[src/rtl/spc_pkg.sv]
package spc_pkg;
    localparam int NUM_PHYS = 4;
    localparam int NUM_LOG  = 2 * NUM_PHYS;
    localparam int CTR_W    = 32;
    localparam int HALF_W   = CTR_W / 2;
    localparam int NUM_EVT  = 8;
    localparam int SEL_W    = $clog2(NUM_EVT);
    localparam int ADDR_W   = 5;
    localparam int BUS_W    = 64;
    localparam int REG_W    = 32;
    localparam int IDX_W    = $clog2(NUM_LOG);
    localparam int PIDX_W   = $clog2(NUM_PHYS);

    localparam logic [ADDR_W-1:0] A_CTL  = ADDR_W'(0);
    localparam logic [ADDR_W-1:0] A_STAT = ADDR_W'(1);
    localparam logic [ADDR_W-1:0] A_CTR0 = ADDR_W'(4);
    localparam logic [ADDR_W-1:0] A_SEL0 = ADDR_W'(8);

    localparam int EN_BIT   = 0;
    localparam int HALF_LSB = 1;
    localparam int PEND_LSB = HALF_LSB + NUM_PHYS;

    typedef enum logic [2:0] {RK_NONE, RK_CTL, RK_STAT, RK_CTR, RK_SEL} reg_kind_e;

    typedef struct packed {
        reg_kind_e        kind;
        logic [IDX_W-1:0] idx;
    } reg_dec_t;

    typedef struct packed {
        logic [NUM_PHYS-1:0] half;
        logic                en;
    } ctl_t;

    function automatic reg_dec_t decode(logic [ADDR_W-1:0] a);
        reg_dec_t d;
        d.kind = RK_NONE;
        d.idx  = '0;
        if (a == A_CTL) begin
            d.kind = RK_CTL;
        end else if (a == A_STAT) begin
            d.kind = RK_STAT;
        end else if (a >= A_CTR0 && a < A_CTR0 + ADDR_W'(NUM_PHYS)) begin
            d.kind = RK_CTR;
            d.idx  = IDX_W'(a - A_CTR0);
        end else if (a >= A_SEL0 && a < A_SEL0 + ADDR_W'(NUM_LOG)) begin
            d.kind = RK_SEL;
            d.idx  = IDX_W'(a - A_SEL0);
        end
        return d;
    endfunction
endpackage

[src/rtl/spc_regs.sv]
module spc_regs
    import spc_pkg::*;
(
    input  logic                           clk,
    input  logic                           rst,
    input  logic                           wr,
    input  logic                           rd,
    input  reg_dec_t                       dec,
    input  logic [REG_W-1:0]               wdat,
    input  logic [NUM_LOG-1:0]             ovf_vec,
    output ctl_t                           ctl_q,
    output logic                           commit,
    output logic [NUM_LOG-1:0]             stat_q,
    output logic [NUM_LOG-1:0]             mask_q,
    output logic [NUM_LOG-1:0][SEL_W-1:0]  sel_q,
    output logic                           irq
);
    logic unused_hi;
    assign unused_hi = ^wdat[REG_W-1:NUM_LOG];

    assign commit = wr && (dec.kind == RK_CTL) && wdat[EN_BIT];

    logic stat_rd;
    assign stat_rd = rd && (dec.kind == RK_STAT);

    always_ff @(posedge clk) begin
        if (rst) begin
            ctl_q  <= '0;
            stat_q <= '0;
            mask_q <= '0;
            sel_q  <= '0;
        end else begin
            stat_q <= (stat_rd ? '0 : stat_q) | ovf_vec;
            if (wr) begin
                unique case (dec.kind)
                    RK_CTL: begin
                        ctl_q.en   <= wdat[EN_BIT];
                        ctl_q.half <= wdat[HALF_LSB +: NUM_PHYS];
                    end
                    RK_STAT: mask_q <= wdat[NUM_LOG-1:0];
                    RK_SEL:  sel_q[dec.idx] <= wdat[SEL_W-1:0];
                    default: ;
                endcase
            end
        end
    end

    assign irq = |(stat_q & mask_q);
endmodule

[src/rtl/spc_phys_ctr.sv]
module spc_phys_ctr
    import spc_pkg::*;
(
    input  logic             clk,
    input  logic             rst,
    input  logic             run,
    input  logic             half,
    input  logic             commit,
    input  logic             lat_we,
    input  logic [CTR_W-1:0] lat_din,
    input  logic             inc_hi,
    input  logic             inc_lo,
    output logic [CTR_W-1:0] live,
    output logic             pending,
    output logic             ovf_hi,
    output logic             ovf_lo
);
    logic [CTR_W-1:0]  hold_q;
    logic              take;
    logic [HALF_W-1:0] up_q, lo_q;

    assign take = commit && pending;
    assign up_q = live[CTR_W-1:HALF_W];
    assign lo_q = live[HALF_W-1:0];

    always_comb begin
        ovf_hi = 1'b0;
        ovf_lo = 1'b0;
        if (run && !take) begin
            if (half) begin
                ovf_hi = inc_hi && (up_q == '1);
                ovf_lo = inc_lo && (lo_q == '1);
            end else begin
                ovf_hi = inc_hi && (live == '1);
            end
        end
    end

    always_ff @(posedge clk) begin
        if (rst) begin
            live    <= '0;
            hold_q  <= '0;
            pending <= 1'b0;
        end else begin
            if (take) begin
                live <= hold_q;
            end else if (run) begin
                if (half) begin
                    live <= {up_q + HALF_W'(inc_hi), lo_q + HALF_W'(inc_lo)};
                end else begin
                    live <= live + CTR_W'(inc_hi);
                end
            end
            if (lat_we) begin
                hold_q  <= lat_din;
                pending <= 1'b1;
            end else if (commit) begin
                pending <= 1'b0;
            end
        end
    end
endmodule

[src/rtl/spc_bank.sv]
module spc_bank
    import spc_pkg::*;
(
    input  logic              clk,
    input  logic              rst,
    input  logic              bus_wr,
    input  logic              bus_rd,
    input  logic [ADDR_W-1:0] bus_addr,
    input  logic [BUS_W-1:0]  bus_wdata,
    output logic [BUS_W-1:0]  bus_rdata,
    input  logic [NUM_EVT-1:0] evt_in,
    output logic              irq
);
    reg_dec_t                       dec;
    logic [REG_W-1:0]               wdat;
    ctl_t                           ctl_q;
    logic                           commit;
    logic                           run_en;
    logic [NUM_LOG-1:0]             stat_q, mask_q, ovf_vec;
    logic [NUM_LOG-1:0][SEL_W-1:0]  sel_q;
    logic [NUM_PHYS-1:0]            pend_vec;
    logic [NUM_PHYS-1:0][CTR_W-1:0] live;
    logic [NUM_PHYS*CTR_W-1:0]      live_flat;
    logic                           unused_lo;

    assign dec       = decode(bus_addr);
    assign wdat      = bus_wdata[BUS_W-1:BUS_W-REG_W];
    assign unused_lo = ^bus_wdata[BUS_W-REG_W-1:0];
    assign run_en    = ctl_q.en;
    assign live_flat = live;

    spc_regs u_regs (
        .clk     (clk),
        .rst     (rst),
        .wr      (bus_wr),
        .rd      (bus_rd),
        .dec     (dec),
        .wdat    (wdat),
        .ovf_vec (ovf_vec),
        .ctl_q   (ctl_q),
        .commit  (commit),
        .stat_q  (stat_q),
        .mask_q  (mask_q),
        .sel_q   (sel_q),
        .irq     (irq)
    );

    for (genvar p = 0; p < NUM_PHYS; p++) begin : g_phys
        logic lat_we;
        assign lat_we = bus_wr && (dec.kind == RK_CTR) && (dec.idx == IDX_W'(p));
        spc_phys_ctr u_ctr (
            .clk     (clk),
            .rst     (rst),
            .run     (run_en),
            .half    (ctl_q.half[p]),
            .commit  (commit),
            .lat_we  (lat_we),
            .lat_din (wdat),
            .inc_hi  (evt_in[sel_q[p]]),
            .inc_lo  (evt_in[sel_q[p+NUM_PHYS]]),
            .live    (live[p]),
            .pending (pend_vec[p]),
            .ovf_hi  (ovf_vec[p]),
            .ovf_lo  (ovf_vec[p+NUM_PHYS])
        );
    end

    logic [REG_W-1:0] rd_val;
    always_comb begin
        unique case (dec.kind)
            RK_CTL:  rd_val = REG_W'({pend_vec, ctl_q.half, ctl_q.en});
            RK_STAT: rd_val = REG_W'(stat_q);
            RK_CTR:  rd_val = live[dec.idx[PIDX_W-1:0]];
            RK_SEL:  rd_val = REG_W'(sel_q[dec.idx]);
            default: rd_val = '0;
        endcase
    end
    assign bus_rdata = {rd_val, {(BUS_W-REG_W){1'b0}}};
endmodule

[config.mk]
export PLATFORM = sky130hd
export DESIGN_NAME = spc_bank
export DESIGN_NICKNAME = d
export VERILOG_FILES = /design/src/rtl/spc_pkg.sv /design/src/rtl/spc_regs.sv /design/src/rtl/spc_phys_ctr.sv /design/src/rtl/spc_bank.sv
export SDC_FILE = /design/constraint.sdc
export NUM_CORES = 1
export LEC_CHECK = 0
export ABC_AREA = 1
export BUFFER_PORTS_ARGS = -buffer_cell sky130_fd_sc_hd__buf_2
export CAP_MARGIN = 25
export CORE_AREA = 4 4 251 253
export DETAILED_ROUTE_END_ITERATION = 8
export DIE_AREA = 0 0 255 257
export PLACE_DENSITY_LB_ADDON = 0.3
export SYNTH_ARGS = -nofsm -noshare
export SYNTH_HDL_FRONTEND = slang
export SYNTH_SLANG_ARGS = --single-unit
[constraint.sdc]
create_clock -name clk -period 3 [get_ports clk]
set_input_delay 0.6 -clock clk [delete_from_list [all_inputs] [get_ports clk]]
set_output_delay 0.6 -clock clk [all_outputs]
set_load 0.01 [all_outputs]
==> impl_metrics.env <==
export IMPL_drv_slew=0
export IMPL_crit_fanout=17
export IMPL_initial_core_util=0.295
export IMPL_hold_buffers=0
export IMPL_start_kind="input port"
export IMPL_combPwrFrac=0.057
export IMPL_async_flop_share=0
export IMPL_vias=18940
export IMPL_period_share=0.969
export IMPL_cp_slowest_stage_delay_ns=0.34
export IMPL_grt_pass1_wl_mm=104
export IMPL_cpMaxStageDelayCell="a41oi_1"
export IMPL_postCtsSetupRepairBufs=0
export IMPL_hpwl_mm=52.6
export IMPL_worstSetupEndpointType="output port"
export IMPL_finalWorstSetupSlack_ns=0.0933
export IMPL_synth_seq_cells=305
export IMPL_p_sw_frac=0.245
export IMPL_crit_required_ns=2.40
export IMPL_p_per_area_nw_per_um2=456
export IMPL_ys_warn_count=0
export IMPL_power_frac_seq=0.428
export IMPL_fin_crit_ns=2.91
export IMPL_synth_area_per_cell_um2=6.29
export IMPL_tns_ns=0
export IMPL_criticalPathCategory="input port to output port"
export IMPL_synth_area_um2=18000
export IMPL_gp_congestion=0.946
export IMPL_cp_arrival_ns=2.31
export IMPL_power_internal_w=0.00722
export IMPL_die_x_um=255
export IMPL_cts_tree="built"
export IMPL_cap_viol_max_count=0
export IMPL_synth_edff_count=0
export IMPL_core_rowCount=91
export IMPL_place_area_um2=19600
export IMPL_rsz0062_at_grt="false"
export IMPL_core_area_um2=61000
export IMPL_grt_max_degree=118
export IMPL_first_global_vias=17164
export IMPL_finalSetupViolCount=0
export IMPL_cts_root_buf="clkbuf_16"
export IMPL_wl_mm=69.7
export IMPL_drtIter0Drc=1441
export IMPL_layout_drive_gt1_share=0.0977
export IMPL_drtPass1Iterations=6
export IMPL_grt_usage=0.205
export IMPL_synth_ff_type="dfxtp_1"
export IMPL_layout_nets=3066
export IMPL_cts_resized=0
export IMPL_antenna_found_initial=5
export IMPL_syn_inst=2868
export IMPL_portBuffers=81
export IMPL_cts_buffer_depth=3
export IMPL_ant_nets=0
export IMPL_drc=0
export IMPL_vias_per_cell=5.01
export IMPL_cts_buffers=39
export IMPL_h_tree_depth=2
export IMPL_ys_types=44
export IMPL_layout_common_cells="nand2_1 (649), nor2_1 (437), dfxtp_1 (305)"
export IMPL_worstHoldPathType="input port to flip-flop"
export IMPL_tightest_slew_ns=0.708
export IMPL_crit_chain="buf_2 > nor2_2 > nor2_2 > nand2_2 > nand2_2 > inv_2 > buf_12 > nand2_1 > a41oi_1 > buf_2"
export IMPL_finalHoldViolations=0
export IMPL_r2r_cells=14
export IMPL_holdPathStages=3
export IMPL_fin_area_um2=21000
export IMPL_outcome="finished, final reports clean"
export IMPL_dieArea_um2=65500
export IMPL_worstSkewPairLatency_ns=0.56
export IMPL_seq_area_frac_synth=0.339
export IMPL_clockPowerShare=0.515
export IMPL_ioPinCount=146
export IMPL_clk_pin_slew_ns=0.06
export IMPL_nFillCells=6760
export IMPL_layout_cells_non_filler=3781
export IMPL_ir_worst_vdd_mv=0.347
export IMPL_total_power_w=0.00956
export IMPL_p_switching_w=0.00234
export IMPL_slew_limit_headroom=0.528
export IMPL_dpl_worst_slack_ns=0.0475
export IMPL_p_leak_nw=7.66
export IMPL_final_common_cell="nand2_1"
export IMPL_placed_cells=3710
export IMPL_skew_ns=0.0183
export IMPL_clkSinkCount=305
export IMPL_fp_dieH_um=257
export IMPL_wire_per_inst_um=18.4
export IMPL_grt_ovfl_total=0
export IMPL_fmax_mhz=344
export IMPL_syn2layout_area_growth_pct=16.4
Yosys cell counts, types with 2 or more instances:
cell type  number  area [um^2]
o21a_1          4         30.0
nand2_2         8         50.1
buf_1          10         37.5
a211oi_1        7         52.6
dfxtp_1       305         6110
inv_1         295         1110
a21oi_1       223         1120
a31oi_1        18          113
a22o_1          2         17.5
buf_4          36          270
nor4_1          3         18.8
nand4_1        55          344
xor2_1         42          368
nand2_1       649         2440
or2_2           4         25.0
and2_1          7         43.8
nand3_4         4         70.1
o22ai_1        42          263
xnor2_1        11         96.3
nor2_1        438         1640
o21ai_1        31          155
buf_2          39          195
inv_2          22         82.6
clkbuf_1       72          270
o21ai_0       253         1270
nor2_2          4         25.0
ha_1           24          300
mux2i_1         5         50.1
nor3_1         19         95.1
a221oi_1        2         17.5
nor2_4          2         22.5
a41oi_1        22          193
nand3_2         3         30.0
o211ai_1       20          150
nand3_1       178          891
cells by family after synthesis:
family / share of synthesized area
compound gates: 0.188
xor+xnor: 0.0258
fa+ha+maj: 0.0167
buf+inv: 0.109
flops: 0.339
mux: 0.00278
other cells: 0.000208
simple gates: 0.318
critical path: cells and delay by family:
family	cells	cell delay, ns
AOI/OAI and AO/OA	1	0.34
buffers and inverters	4	0.73
and+or+nand+nor	5	0.62
layout make-up:
cell class	instances	area, um^2	area share
antenna	2	5.00	0.000239
clock buffer	59	1190	0.0569
clock inverter	10	136	0.00650
inverter	319	1200	0.0573
multi-input combinational	2118	10100	0.480
sequential	305	6110	0.291
tap	790	988	0.0471
timing repair buffer	178	1270	0.0607
path summary, 6_finish.rpt:
check,from,end,slack (ns)
worst max-delay path,bus_addr[2],bus_rdata[61],0.09
worst min-delay path,bus_wdata[54],g_phys[1].u_ctr.hold_q[22],0.42
worst max register to register,u_regs.sel_q[0],g_phys[0].u_ctr.live[30],0.37
worst min register to register,g_phys[0].u_ctr.hold_q[7],g_phys[0].u_ctr.hold_q[7],0.44
power groups by stage:
stage | combinational [W] | sequential, W | clock (W)
2_1_floorplan | 0.000307 | 0.00417 | 0
3_3_place_gp | 0.000536 | 0.00418 | 0
3_5_place_dp | 0.000535 | 0.00418 | 0
4_1_cts | 0.000538 | 0.00409 | 0.00502
5_1_grt | 0.000588 | 0.00409 | 0.00517
6_report | 0.000543 | 0.00409 | 0.00493
through the flow:
stage,hold slack (ns),utilization
floorplan,0.420,-
global placement,0.428,0.322
detailed placement,0.434,0.322
CTS,0.378,0.344
global route,0.418,0.344
finish,0.421,0.344
sequential cells by signal, indices dropped and copies added, names as in the netlist:
name                  flops
u_regs.mask_q             8
u_regs.ctl_q              5
g_phys.u_ctr.pending      4
u_regs.stat_q             8
u_regs.sel_q             24
g_phys.u_ctr.live       128
g_phys.u_ctr.hold_q     128
layer usage:
metal	track usage	routed length (um)
met1	0.281	31100
met2	0.328	31400
met3	0.0298	4540
met4	0.0741	2660
met5	0	27
Power figures use the tool's default switching activity.
